===== src/rtl/pwm_timer_pkg.sv =====
package pwm_timer_pkg;
  typedef enum logic {
    CNT_EDGE   = 1'b0,
    CNT_CENTER = 1'b1
  } cnt_style_e;
endpackage


===== src/rtl/pwm_counter.sv =====
module pwm_counter
  import pwm_timer_pkg::*;
#(
  parameter int W = 16
) (
  input  logic         clk,
  input  logic         rst_n,
  input  logic         run_i,
  input  cnt_style_e   style_i,
  input  logic [W-1:0] period_i,
  output logic [W-1:0] cnt_q,
  output logic [W-1:0] cnt_nxt,
  output logic         down_q,
  output logic         step_o,
  output logic         bound_o
);
  localparam logic [W-1:0] ONE = W'(1);

  logic going_down;
  logic down_nxt;

  always_comb begin
    step_o     = run_i && (period_i != '0);
    going_down = 1'b0;
    cnt_nxt    = cnt_q;
    down_nxt   = down_q;
    bound_o    = 1'b0;
    if (step_o) begin
      if (style_i == CNT_EDGE) begin
        down_nxt = 1'b0;
        if (cnt_q >= period_i) begin
          cnt_nxt = ONE;
          bound_o = 1'b1;
        end else begin
          cnt_nxt = cnt_q + ONE;
        end
      end else begin
        going_down = down_q ? (cnt_q != '0) : (cnt_q >= period_i);
        cnt_nxt    = going_down ? cnt_q - ONE : cnt_q + ONE;
        down_nxt   = going_down && (cnt_nxt != '0);
        bound_o    = going_down && (cnt_nxt == '0);
      end
    end
  end

  always_ff @(posedge clk or negedge rst_n) begin
    if (!rst_n) begin
      cnt_q  <= '0;
      down_q <= 1'b0;
    end else begin
      cnt_q  <= cnt_nxt;
      down_q <= down_nxt;
    end
  end

  // edge style wraps to 1 after reaching the period
  p_edge_wrap_r2: assert property (@(posedge clk) disable iff (!rst_n)
    (run_i && style_i == CNT_EDGE && period_i != '0 && cnt_q == period_i) |=> (cnt_q == ONE));

  // center style, falling from 1 reaches 0 and turns upward
  p_underflow_r3: assert property (@(posedge clk) disable iff (!rst_n)
    (run_i && style_i == CNT_CENTER && period_i != '0 && down_q && cnt_q == ONE) |=> (cnt_q == '0 && !down_q));

  // a stopped counter holds
  p_freeze_r8: assert property (@(posedge clk) disable iff (!rst_n)
    !run_i |=> ($stable(cnt_q) && $stable(down_q)));

  // zero period does not advance
  p_idle_r11: assert property (@(posedge clk) disable iff (!rst_n)
    (period_i == '0) |=> $stable(cnt_q));
endmodule


===== src/rtl/pwm_duty_buf.sv =====
module pwm_duty_buf #(
  parameter int W = 16
) (
  input  logic         clk,
  input  logic         rst_n,
  input  logic         buf_we_i,
  input  logic [W-1:0] buf_wd_i,
  input  logic         load_i,
  output logic [W-1:0] duty_q,
  output logic [W-1:0] duty_nxt
);
  logic [W-1:0] shadow_q;

  assign duty_nxt = load_i ? shadow_q : duty_q;

  always_ff @(posedge clk or negedge rst_n) begin
    if (!rst_n) begin
      shadow_q <= '0;
      duty_q   <= '0;
    end else begin
      duty_q <= duty_nxt;
      if (buf_we_i) shadow_q <= buf_wd_i;
    end
  end

  // duty changes only on a boundary clock
  p_duty_hold_r4: assert property (@(posedge clk) disable iff (!rst_n)
    !load_i |=> $stable(duty_q));
endmodule


===== src/rtl/pwm_outgen.sv =====
module pwm_outgen
  import pwm_timer_pkg::*;
#(
  parameter int W = 16
) (
  input  logic         clk,
  input  logic         rst_n,
  input  logic         run_i,
  input  logic         step_i,
  input  cnt_style_e   style_i,
  input  logic         active_first_i,
  input  logic [W-1:0] cnt_nxt_i,
  input  logic [W-1:0] duty_nxt_i,
  input  logic [W-1:0] period_i,
  output logic         out_q
);
  logic armed_q;
  logic active;
  logic level;

  always_comb begin
    if (style_i == CNT_EDGE) active = (cnt_nxt_i <= duty_nxt_i);
    else                     active = (duty_nxt_i >= period_i) || (cnt_nxt_i < duty_nxt_i);
    level = active_first_i ? active : !active;
  end

  always_ff @(posedge clk or negedge rst_n) begin
    if (!rst_n) begin
      out_q   <= 1'b0;
      armed_q <= 1'b0;
    end else begin
      if (step_i && armed_q) out_q <= level;
      if (!run_i)      armed_q <= 1'b0;
      else if (step_i) armed_q <= 1'b1;
    end
  end

  // first advancing clock after start keeps the retained level
  p_start_hold_r7: assert property (@(posedge clk) disable iff (!rst_n)
    (step_i && !armed_q) |=> $stable(out_q));

  // edge style, zero duty with high-active polarity is never active
  p_zero_duty_r5: assert property (@(posedge clk) disable iff (!rst_n)
    (step_i && armed_q && style_i == CNT_EDGE && active_first_i && duty_nxt_i == '0) |=> !out_q);
endmodule


===== src/rtl/pwm_buffered_timer.sv =====
module pwm_buffered_timer
  import pwm_timer_pkg::*;
#(
  parameter int W = 16
) (
  input  logic         clk,
  input  logic         rst_n,
  input  logic         run,
  input  logic         center_mode,
  input  logic         active_first,
  input  logic         period_we,
  input  logic [15:0]  period_wd,
  input  logic         buf_we,
  input  logic [15:0]  buf_wd,
  input  logic         flag_clr,
  input  logic         irq_en,
  output logic [15:0]  count,
  output logic         count_down,
  output logic [15:0]  duty,
  output logic         pwm_out,
  output logic         period_flag,
  output logic         irq
);
  cnt_style_e   style;
  logic [W-1:0] period_q;
  logic [W-1:0] cnt_q;
  logic [W-1:0] cnt_nxt;
  logic [W-1:0] duty_q;
  logic [W-1:0] duty_nxt;
  logic         step;
  logic         bound;
  logic         flag_q;

  assign style = center_mode ? CNT_CENTER : CNT_EDGE;

  always_ff @(posedge clk or negedge rst_n) begin
    if (!rst_n) period_q <= '0;
    else if (period_we) period_q <= W'(period_wd);
  end

  pwm_counter #(.W(W)) u_cnt (
    .clk(clk), .rst_n(rst_n), .run_i(run), .style_i(style), .period_i(period_q),
    .cnt_q(cnt_q), .cnt_nxt(cnt_nxt), .down_q(count_down), .step_o(step), .bound_o(bound)
  );

  pwm_duty_buf #(.W(W)) u_duty (
    .clk(clk), .rst_n(rst_n), .buf_we_i(buf_we), .buf_wd_i(W'(buf_wd)),
    .load_i(bound), .duty_q(duty_q), .duty_nxt(duty_nxt)
  );

  pwm_outgen #(.W(W)) u_out (
    .clk(clk), .rst_n(rst_n), .run_i(run), .step_i(step), .style_i(style),
    .active_first_i(active_first), .cnt_nxt_i(cnt_nxt), .duty_nxt_i(duty_nxt),
    .period_i(period_q), .out_q(pwm_out)
  );

  always_ff @(posedge clk or negedge rst_n) begin
    if (!rst_n)        flag_q <= 1'b0;
    else if (bound)    flag_q <= 1'b1;
    else if (flag_clr) flag_q <= 1'b0;
  end

  assign count       = 16'(cnt_q);
  assign duty        = 16'(duty_q);
  assign period_flag = flag_q;
  assign irq         = flag_q & irq_en;

  // a boundary always leaves the flag set, even against a clear
  p_flag_set_r9: assert property (@(posedge clk) disable iff (!rst_n)
    bound |=> period_flag);

  // without a clear the flag is sticky
  p_flag_sticky_r9: assert property (@(posedge clk) disable iff (!rst_n)
    (period_flag && !flag_clr) |=> period_flag);

  // stopped channel keeps its output level
  p_out_freeze_r8: assert property (@(posedge clk) disable iff (!rst_n)
    !run |=> $stable(pwm_out));
endmodule


===== config.mk =====
export PLATFORM = sky130hd
export DESIGN_NAME = pwm_buffered_timer
export DESIGN_NICKNAME = d
export VERILOG_FILES = /design/src/rtl/pwm_timer_pkg.sv /design/src/rtl/pwm_counter.sv /design/src/rtl/pwm_duty_buf.sv /design/src/rtl/pwm_outgen.sv /design/src/rtl/pwm_buffered_timer.sv
export SDC_FILE = /design/constraint.sdc
export NUM_CORES = 1
export LEC_CHECK = 0
export BUFFER_PORTS_ARGS = -buffer_cell sky130_fd_sc_hd__buf_2
export CAP_MARGIN = 20
export CORE_MARGIN = 5
export CORE_UTILIZATION = 55
export CTS_BUF_LIST = sky130_fd_sc_hd__clkbuf_2
export DETAILED_ROUTE_END_ITERATION = 10
export HOLD_SLACK_MARGIN = 0.06
export PLACE_DENSITY_LB_ADDON = 0.12
export SKIP_LAST_GASP = 1
export SLEW_MARGIN = 20
export SYNTH_ARGS = -nofsm -noshare
export SYNTH_HDL_FRONTEND = slang
export SYNTH_HIERARCHICAL = 1
export SYNTH_SLANG_ARGS = --single-unit

===== constraint.sdc =====
create_clock -name clk -period 6.1 [get_ports clk]
set_input_delay 1.525 -clock clk [delete_from_list [all_inputs] [get_ports clk]]
set_output_delay 1.525 -clock clk [all_outputs]
set_load 0.01 [all_outputs]

==> results.py, run 1 <==
metrics = {
    "drt": {
        "wl_per_cell_um": 19.29,
        "viasPerCell": 6.050,
        "ant_nets": 0,
        "drt-pass1-iter-count": 5,
        "post-route-drc-count": 0,
        "routed_wl_um": 14910,
        "vias": 4677,
        "dr.first_iter.drc_count": 293,
    },
    "setup_path": {
        "end_kind": "flip-flop",
        "cp_num_cells": 19,
        "critical_path_arrival_ps": 6320,
        "reg2reg_depth": 19,
        "path_buf_inv": 2,
        "slowest_delay_ps": 550,
        "path_class": "flip-flop to flip-flop",
        "cp_max_fo": 19,
        "crit_path_start": "u_cnt/cnt_q[0]",
        "r2r_setup_slack_ps": 220,
        "worst_setup_path_start_kind": "flip-flop",
        "cp-endpoint": "u_out/out_q",
        "rr_endpoint": "u_out/out_q",
        "crit_path_top_delay_cell": "dfrtp_1",
        "crit_chain": "inv_1 > ha_1 > nand2b_1 > a2111oi_0 > or4b_1 > nand4b_4 > a2111oi_1 > a31o_1 > and4b_1 > a31o_1 > buf_4 > mux2_4 > ha_1 > a21o_1 > a21o_1 > a21oi_2 > nor2_1 > or4_1 > a31oi_1",
        "r2r_start": "u_cnt/cnt_q[0]",
        "required_ps": 6540,
        "critPathTopFamily": "compound AO/OA/AOI/OAI gates",
    },
    "logic_synthesis": {
        "ys_warn_count": 6,
        "yosysSeqAreaShare_pct": 31.75,
        "ys_ff_latch": 68,
        "synthCells": 553,
        "postSynth.asyncResetShare_pct": 100.0,
        "synth_area_per_cell_um2": 9.691,
        "synth.distinct_cells": 76,
        "synthFlopType": "dfrtp_1",
        "syn_area_um2": 5359,
        "synth_nets": 645,
        "synth_edf_count": 0,
    },
    "timing": {
        "setup-tns-final_ps": 0,
        "drv_slew": 0,
        "setup-violations-final": 0,
        "max_freq_mhz": 170.1,
        "worstMarginPinSlew_ps": 819.5,
        "finalHoldViolations": 0,
        "rsz0062_at_grt": "no",
        "min_period_over_period_pct": 96.38,
        "relSlewSlack_pct": 45.37,
        "period_needed_ps": 5879,
        "clock_skew_ps": 29.11,
    },
    "floorplan": {
        "start_util_pct": 55.59,
        "die-area_um2": 11820,
        "core_um2": 9639,
        "io_pins": 77,
        "rows": 36,
        "dieWidth_um": 108.7,
        "die_y_um": 108.7,
    },
    "grt": {
        "grt_pass1_vias": 4692,
        "grt_max_degree": 69,
        "grt-ovfl-total": 0,
        "grt_pass1_wl_um": 23670,
        "grt_use_total_pct": 26.00,
        "grt_antenna_before_repair": 0,
    },
    "clock_tree": {
        "post_cts_buffers": 0,
        "cts_root_buf": "clkbuf_2",
        "clock_path_buffers": 2,
        "clk_latency_ps": 530,
        "numCtsBuffers": 9,
        "cts_tree": "built",
        "holdBufCountCts": 0,
        "htreeDepth": 3,
        "clock_sinks": 68,
        "clk_pin_slew_ps": 180,
    },
    "min_path": {
        "worst_hold_path_type": "flip-flop to flip-flop",
        "holdCritStartpoint": "u_out/armed_q",
    },
    "cells_and_area": {
        "final_layout_size_suffix_gt1_share_pct": 30.16,
        "area_delta_synth_final_pct": 10.88,
        "finalInstanceArea_um2": 5942,
        "finalNetCount": 729,
        "antenna-diode-count": 0,
    },
    "placement": {
        "port_buffers": 76,
        "place_congestion": 0.9338,
        "dpl.hpwl_um": 11450,
        "dpl_cell_area_um2": 5837,
    },
    "pwr": {
        "p_leak_uw": 0.002912,
        "p_per_area_nw_per_um2": 391.5,
        "vdd_drop_max_mv": 0.2760,
    },
    "flow_run": {
        "max_cap_violations": 0,
    },
    "outcome": {
        "status": "finished clean",
    },
}
cells by family after synthesis:
family	synth area share [%]
multiplexers	12.98
buffers and inverters	9.363
flip-flops	31.75
XOR/XNOR	1.471
adder cells (fa/ha/maj)	11.91
AO/OA/AOI/OAI	15.29
AND/OR/NAND/NOR	17.23
final cells by class:
cell class	instances	area (um2)
inverters	58	222.7
clock inverters	3	40.04
multi-input cells	396	3166
repair buffers	104	590.6
clock buffers	11	55.05
well taps	133	166.4
fillers	878	3697
flip-flops and latches	68	1702
synthesized netlist by cell type, types with 3 or more instances:
master | count | share of area (%)
a211oi_1 | 6 | 0.84
a21o_1 | 4 | 0.56
a21oi_1 | 31 | 2.9
a22oi_1 | 5 | 0.70
a31oi_1 | 10 | 1.2
and3_1 | 8 | 0.93
buf_12 | 3 | 1.1
buf_2 | 3 | 0.28
buf_6 | 8 | 1.7
clkbuf_1 | 12 | 0.84
clkbuf_8 | 5 | 1.3
dfrtp_1 | 68 | 32
ha_1 | 51 | 12
inv_1 | 56 | 3.9
mux2_2 | 20 | 4.2
mux2_4 | 30 | 8.4
nand2_1 | 34 | 2.4
nand2b_1 | 4 | 0.47
nand3_1 | 17 | 1.6
nand4_1 | 13 | 1.5
nor2_1 | 31 | 2.2
nor2b_1 | 3 | 0.35
nor3_1 | 8 | 0.75
nor4_1 | 10 | 1.2
nor4_2 | 3 | 0.70
o211ai_1 | 4 | 0.56
o21a_1 | 3 | 0.42
o21ai_0 | 27 | 2.5
o221ai_1 | 3 | 0.49
o2bb2ai_1 | 3 | 0.49
o31ai_1 | 6 | 0.84
o32ai_1 | 3 | 0.49
xnor2_1 | 4 | 0.65
xor2_1 | 5 | 0.82
placed cells by master, fill, tap and decap left out, types with 3 or more instances in the layout:
master,n
nand3_1,17
o21ai_0,27
a211oi_1,6
ha_1,51
o2bb2ai_1,3
a21oi_1,31
nand4_1,13
dfrtp_1,68
nor2_1,31
xnor2_1,4
clkbuf_2,11
a31oi_1,10
nor2b_1,3
xor2_1,5
a21o_1,4
o211ai_1,4
o31ai_1,6
mux2_2,20
and3_1,8
a22oi_1,5
nor3_1,8
inv_1,56
o21a_1,3
nand2_1,34
buf_4,28
mux2_4,30
nor4_1,10
nand2b_1,4
buf_2,76
o32ai_1,3
o221ai_1,3
nor4_2,3
how the worst min path moves through the flow:
stage               endpoint  slack (ps)  cells after the start
2_1_floorplan  u_out/armed_q         440                      1
3_3_place_gp   u_out/armed_q         460                      1
4_1_cts        u_out/armed_q         500                      1
3_5_place_dp   u_out/armed_q         460                      1
5_1_grt        u_out/armed_q         520                      1
6_report       u_out/armed_q         500                      1
registers in the layout, indices dropped and copies added, names as in the netlist:
signal,cells
u_cnt/cnt_q,16
u_out/out_q,1
period_flag,1
u_cnt/down_q,1
u_duty/shadow_q,16
u_duty/duty_q,16
period_q,16
u_out/armed_q,1
metal layers:
layer  up-vias  part of all wire (%)  track usage [%]
li1       2190                     -                -
met1      2220                    43            33.42
met2       222                    47            42.28
met3        45                   6.7            5.329
met4         0                   3.4            11.81
met5         -                     0                0
worst reg2reg max path, cell delays in order, from the launching register on:
cell and delay [ps]:
dfrtp_1 550, inv_1 230, ha_1 320, nand2b_1 130, a2111oi_0 510, or4b_1 310
nand4b_4 310, a2111oi_1 500, a31o_1 150, and4b_1 230, a31o_1 460, buf_4 270
mux2_4 330, ha_1 300, a21o_1 190, a21o_1 180, a21oi_2 120, nor2_1 60
or4_1 490, a31oi_1 170
stage by stage:
stage	util [%]	power (uW)	setup WS [ps]	hold WS [ps]	std cells
4_1_cts	61.54	2310	196.7	498.6	773
6_report	61.64	2326	221.0	501.6	773
2_1_floorplan	-	1627	1163	443.5	553
3_3_place_gp	60.55	2011	355.5	458.6	759
5_1_grt	61.64	2498	0.1346	522.8	773
3_5_place_dp	60.55	2055	242.5	464.2	759
report_power, final:
part | internal (uW) | switching, uW
clock network | 92.5 | 154
registers | 564 | 127
logic | 583 | 806
repair_timing:
item                                    CTS  global route
gates resized for setup                   0             2
endpoints found under the hold margin     0             0
endpoints found under the setup margin    0             1
Note: power is estimated with default switching activity, not from simulation.
==> run 2, diff against run 1 <==
PLACE_DENSITY_LB_ADDON = 0.1   (was 0.12)
==> run 2 against run 1 <==
- utilization rose by 0.47 points
- global-route usage rose by 0.57 points
- combinational power rose by 4%
- clock power barely moved
- largest power group unchanged
==> results.py, run 2 (synthesis results as in run 1) <==
metrics = {
    "grt": {
        "grt_use_total_pct": 26.57,
        "grt_pass1_wl_um": 24250,
        "grt_max_degree": 69,
        "grt-ovfl-total": 0,
        "grt_antenna_before_repair": 0,
        "grt_pass1_vias": 4775,
    },
    "timing": {
        "worst_slack_ps": 395.6,
        "period_needed_ps": 5704,
        "clock_skew_ps": 21.62,
        "max_freq_mhz": 175.3,
        "worstMarginPinSlew_ps": 851.9,
        "rsz0062_at_grt": "no",
        "finalHoldViolations": 0,
        "drv_slew": 0,
        "setup-tns-final_ps": 0,
        "relSlewSlack_pct": 43.20,
        "min_period_over_period_pct": 93.51,
        "setup-violations-final": 0,
        "hold_ws_ps": 502.8,
    },
    "clock_tree": {
        "cts_root_buf": "clkbuf_2",
        "cts_resized": 0,
        "post_cts_buffers": 0,
        "cts_tree": "built",
        "numCtsBuffers": 9,
        "clk_latency_ps": 520,
        "holdBufCountCts": 0,
        "clock_path_buffers": 2,
        "htreeDepth": 3,
        "clk_pin_slew_ps": 170,
        "clock_sinks": 68,
    },
    "drt": {
        "vias": 4631,
        "dr.first_iter.drc_count": 378,
        "wl_per_cell_um": 19.15,
        "routed_wl_um": 14960,
        "post-route-drc-count": 0,
        "ant_nets": 0,
        "drt-pass1-iter-count": 5,
        "viasPerCell": 5.930,
    },
    "floorplan": {
        "io_pins": 77,
        "core_um2": 9639,
        "dieWidth_um": 108.7,
        "start_util_pct": 55.59,
        "rows": 36,
        "die-area_um2": 11820,
        "die_y_um": 108.7,
    },
    "placement": {
        "port_buffers": 76,
        "place_worst_setup_slack_ps": 494.1,
        "dpl.cell_count": 765,
        "dpl.hpwl_um": 11630,
        "place_congestion": 1.030,
    },
    "cells_and_area": {
        "area_delta_synth_final_pct": 11.72,
        "finalNetCount": 735,
        "final_cell_mix": "buf_2 (76), dfrtp_1 (68), inv_1 (56)",
        "antenna-diode-count": 0,
        "layout.cells.non_filler": 781,
        "mostFrequentLayoutCell": "buf_2",
        "fillCellCount": 863,
        "final_layout_size_suffix_gt1_share_pct": 30.56,
    },
    "pwr": {
        "p_comb_share_pct": 61.8,
        "power.switching_uw": 1088,
        "power_frac_clock_pct": 10.5,
        "power_frac_seq_pct": 27.6,
        "p_leak_uw": 0.002936,
        "p_per_area_nw_per_um2": 391.5,
        "totalPowerFinal_uw": 2344,
        "switching_share_pct": 46.40,
        "vdd_drop_max_mv": 0.2109,
        "p_int_uw": 1256,
    },
    "setup_path": {
        "cp_max_fo": 9,
        "end_kind": "flip-flop",
        "crit_path_top_delay_cell": "a2111oi_0",
        "slowest_delay_ps": 690,
        "worst_setup_path_start_kind": "flip-flop",
        "critical_path_arrival_ps": 6150,
        "required_ps": 6540,
        "path_class": "flip-flop to flip-flop",
        "crit_chain": "ha_1 > nand2b_1 > a2111oi_0 > or4b_1 > nand4b_2 > buf_4 > a21o_2 > o211ai_1 > and4b_1 > a31o_1 > buf_4 > mux2_2 > ha_1 > a21oi_1 > o21ai_0 > a22oi_1 > o31ai_1 > or4_1 > a31oi_1",
    },
    "flow_run": {
        "max_cap_violations": 0,
    },
    "outcome": {
        "status": "finished clean",
    },
    "min_path": {
        "worst_hold_path_type": "flip-flop to flip-flop",
    },
}
==> run 2: cell count changes in the layout (fill, tap and decap cells not counted) <==
cell | previous run | this run
buf_4 | 28 | 34
nand4b_4 | 1 | 0
clkbuf_2 | 11 | 10
and4b_2 | 1 | 0
clkinv_1 | 1 | 3
and4b_1 | 1 | 2
nand4b_2 | 0 | 1
clkinvlp_4 | 0 | 1
==> run 2: metrics by stage <==
| step | util (%) | area [um2] |
|---|---|---|
| floorplan | - | 5359 |
| global placement | 61.02 | 5882 |
| detailed placement | 61.02 | 5882 |
| CTS | 62.11 | 5987 |
| global route | 62.11 | 5987 |
| finish | 62.11 | 5987 |
==> run 2: metal layers <==
metal	track usage [%]	up-vias	wire (um)	share of wire, %
met5	0	-	0	0
met4	14.43	0	567	3.8
met3	3.908	52	942	6.3
met2	43.12	211	7160	48
met1	34.17	2174	6290	42
li1	-	2194	-	-
==> run 2: final timing paths <==
check                              start             endpoint  slack, ps  cells after the start
max in group asynchronous          rst_n  u_duty/shadow_q[14]       4370                      2
min                        u_out/armed_q        u_out/armed_q        500                      1
max                          period_q[0]          u_out/out_q        400                     19
max reg2reg                  period_q[0]          u_out/out_q        400                     19
min in group asynchronous          rst_n   u_duty/shadow_q[0]       1170                      2
min reg2reg                u_out/armed_q        u_out/armed_q        500                      1
==> run 2: critical path, delay by kind of cell (launching register included) <==
kind	cells	cell delay (ps)
AO/OA/AOI/OAI	9	2190
adder cells (fa/ha/maj)	2	630
buffers and inverters	2	520
flip-flops	1	480
multiplexers	1	380
AND/OR/NAND/NOR	5	1440
==> run 2: cell type report <==
type                    instances  area [um2]  area share [%]
clock buffers                  10       50.05          0.8359
clock inverters                 6       55.05          0.9195
flip-flops and latches         68        1702           28.42
inverters                      58       222.7           3.720
well taps                     133       166.4           2.780
multi-input cells             396        3156           52.71
repair buffers                110       635.6           10.62
==> run 2: power groups by stage <==
| stage | registers (uW) | logic (uW) | clock network, uW |
|---|---|---|---|
| 6_report | 648 | 1450 | 246 |
| 5_1_grt | 664 | 1580 | 279 |
| 4_1_cts | 649 | 1430 | 257 |
| 3_5_place_dp | 655 | 1420 | 0 |
| 3_3_place_gp | 654 | 1390 | 0 |
| 2_1_floorplan | 701 | 926 | 0 |
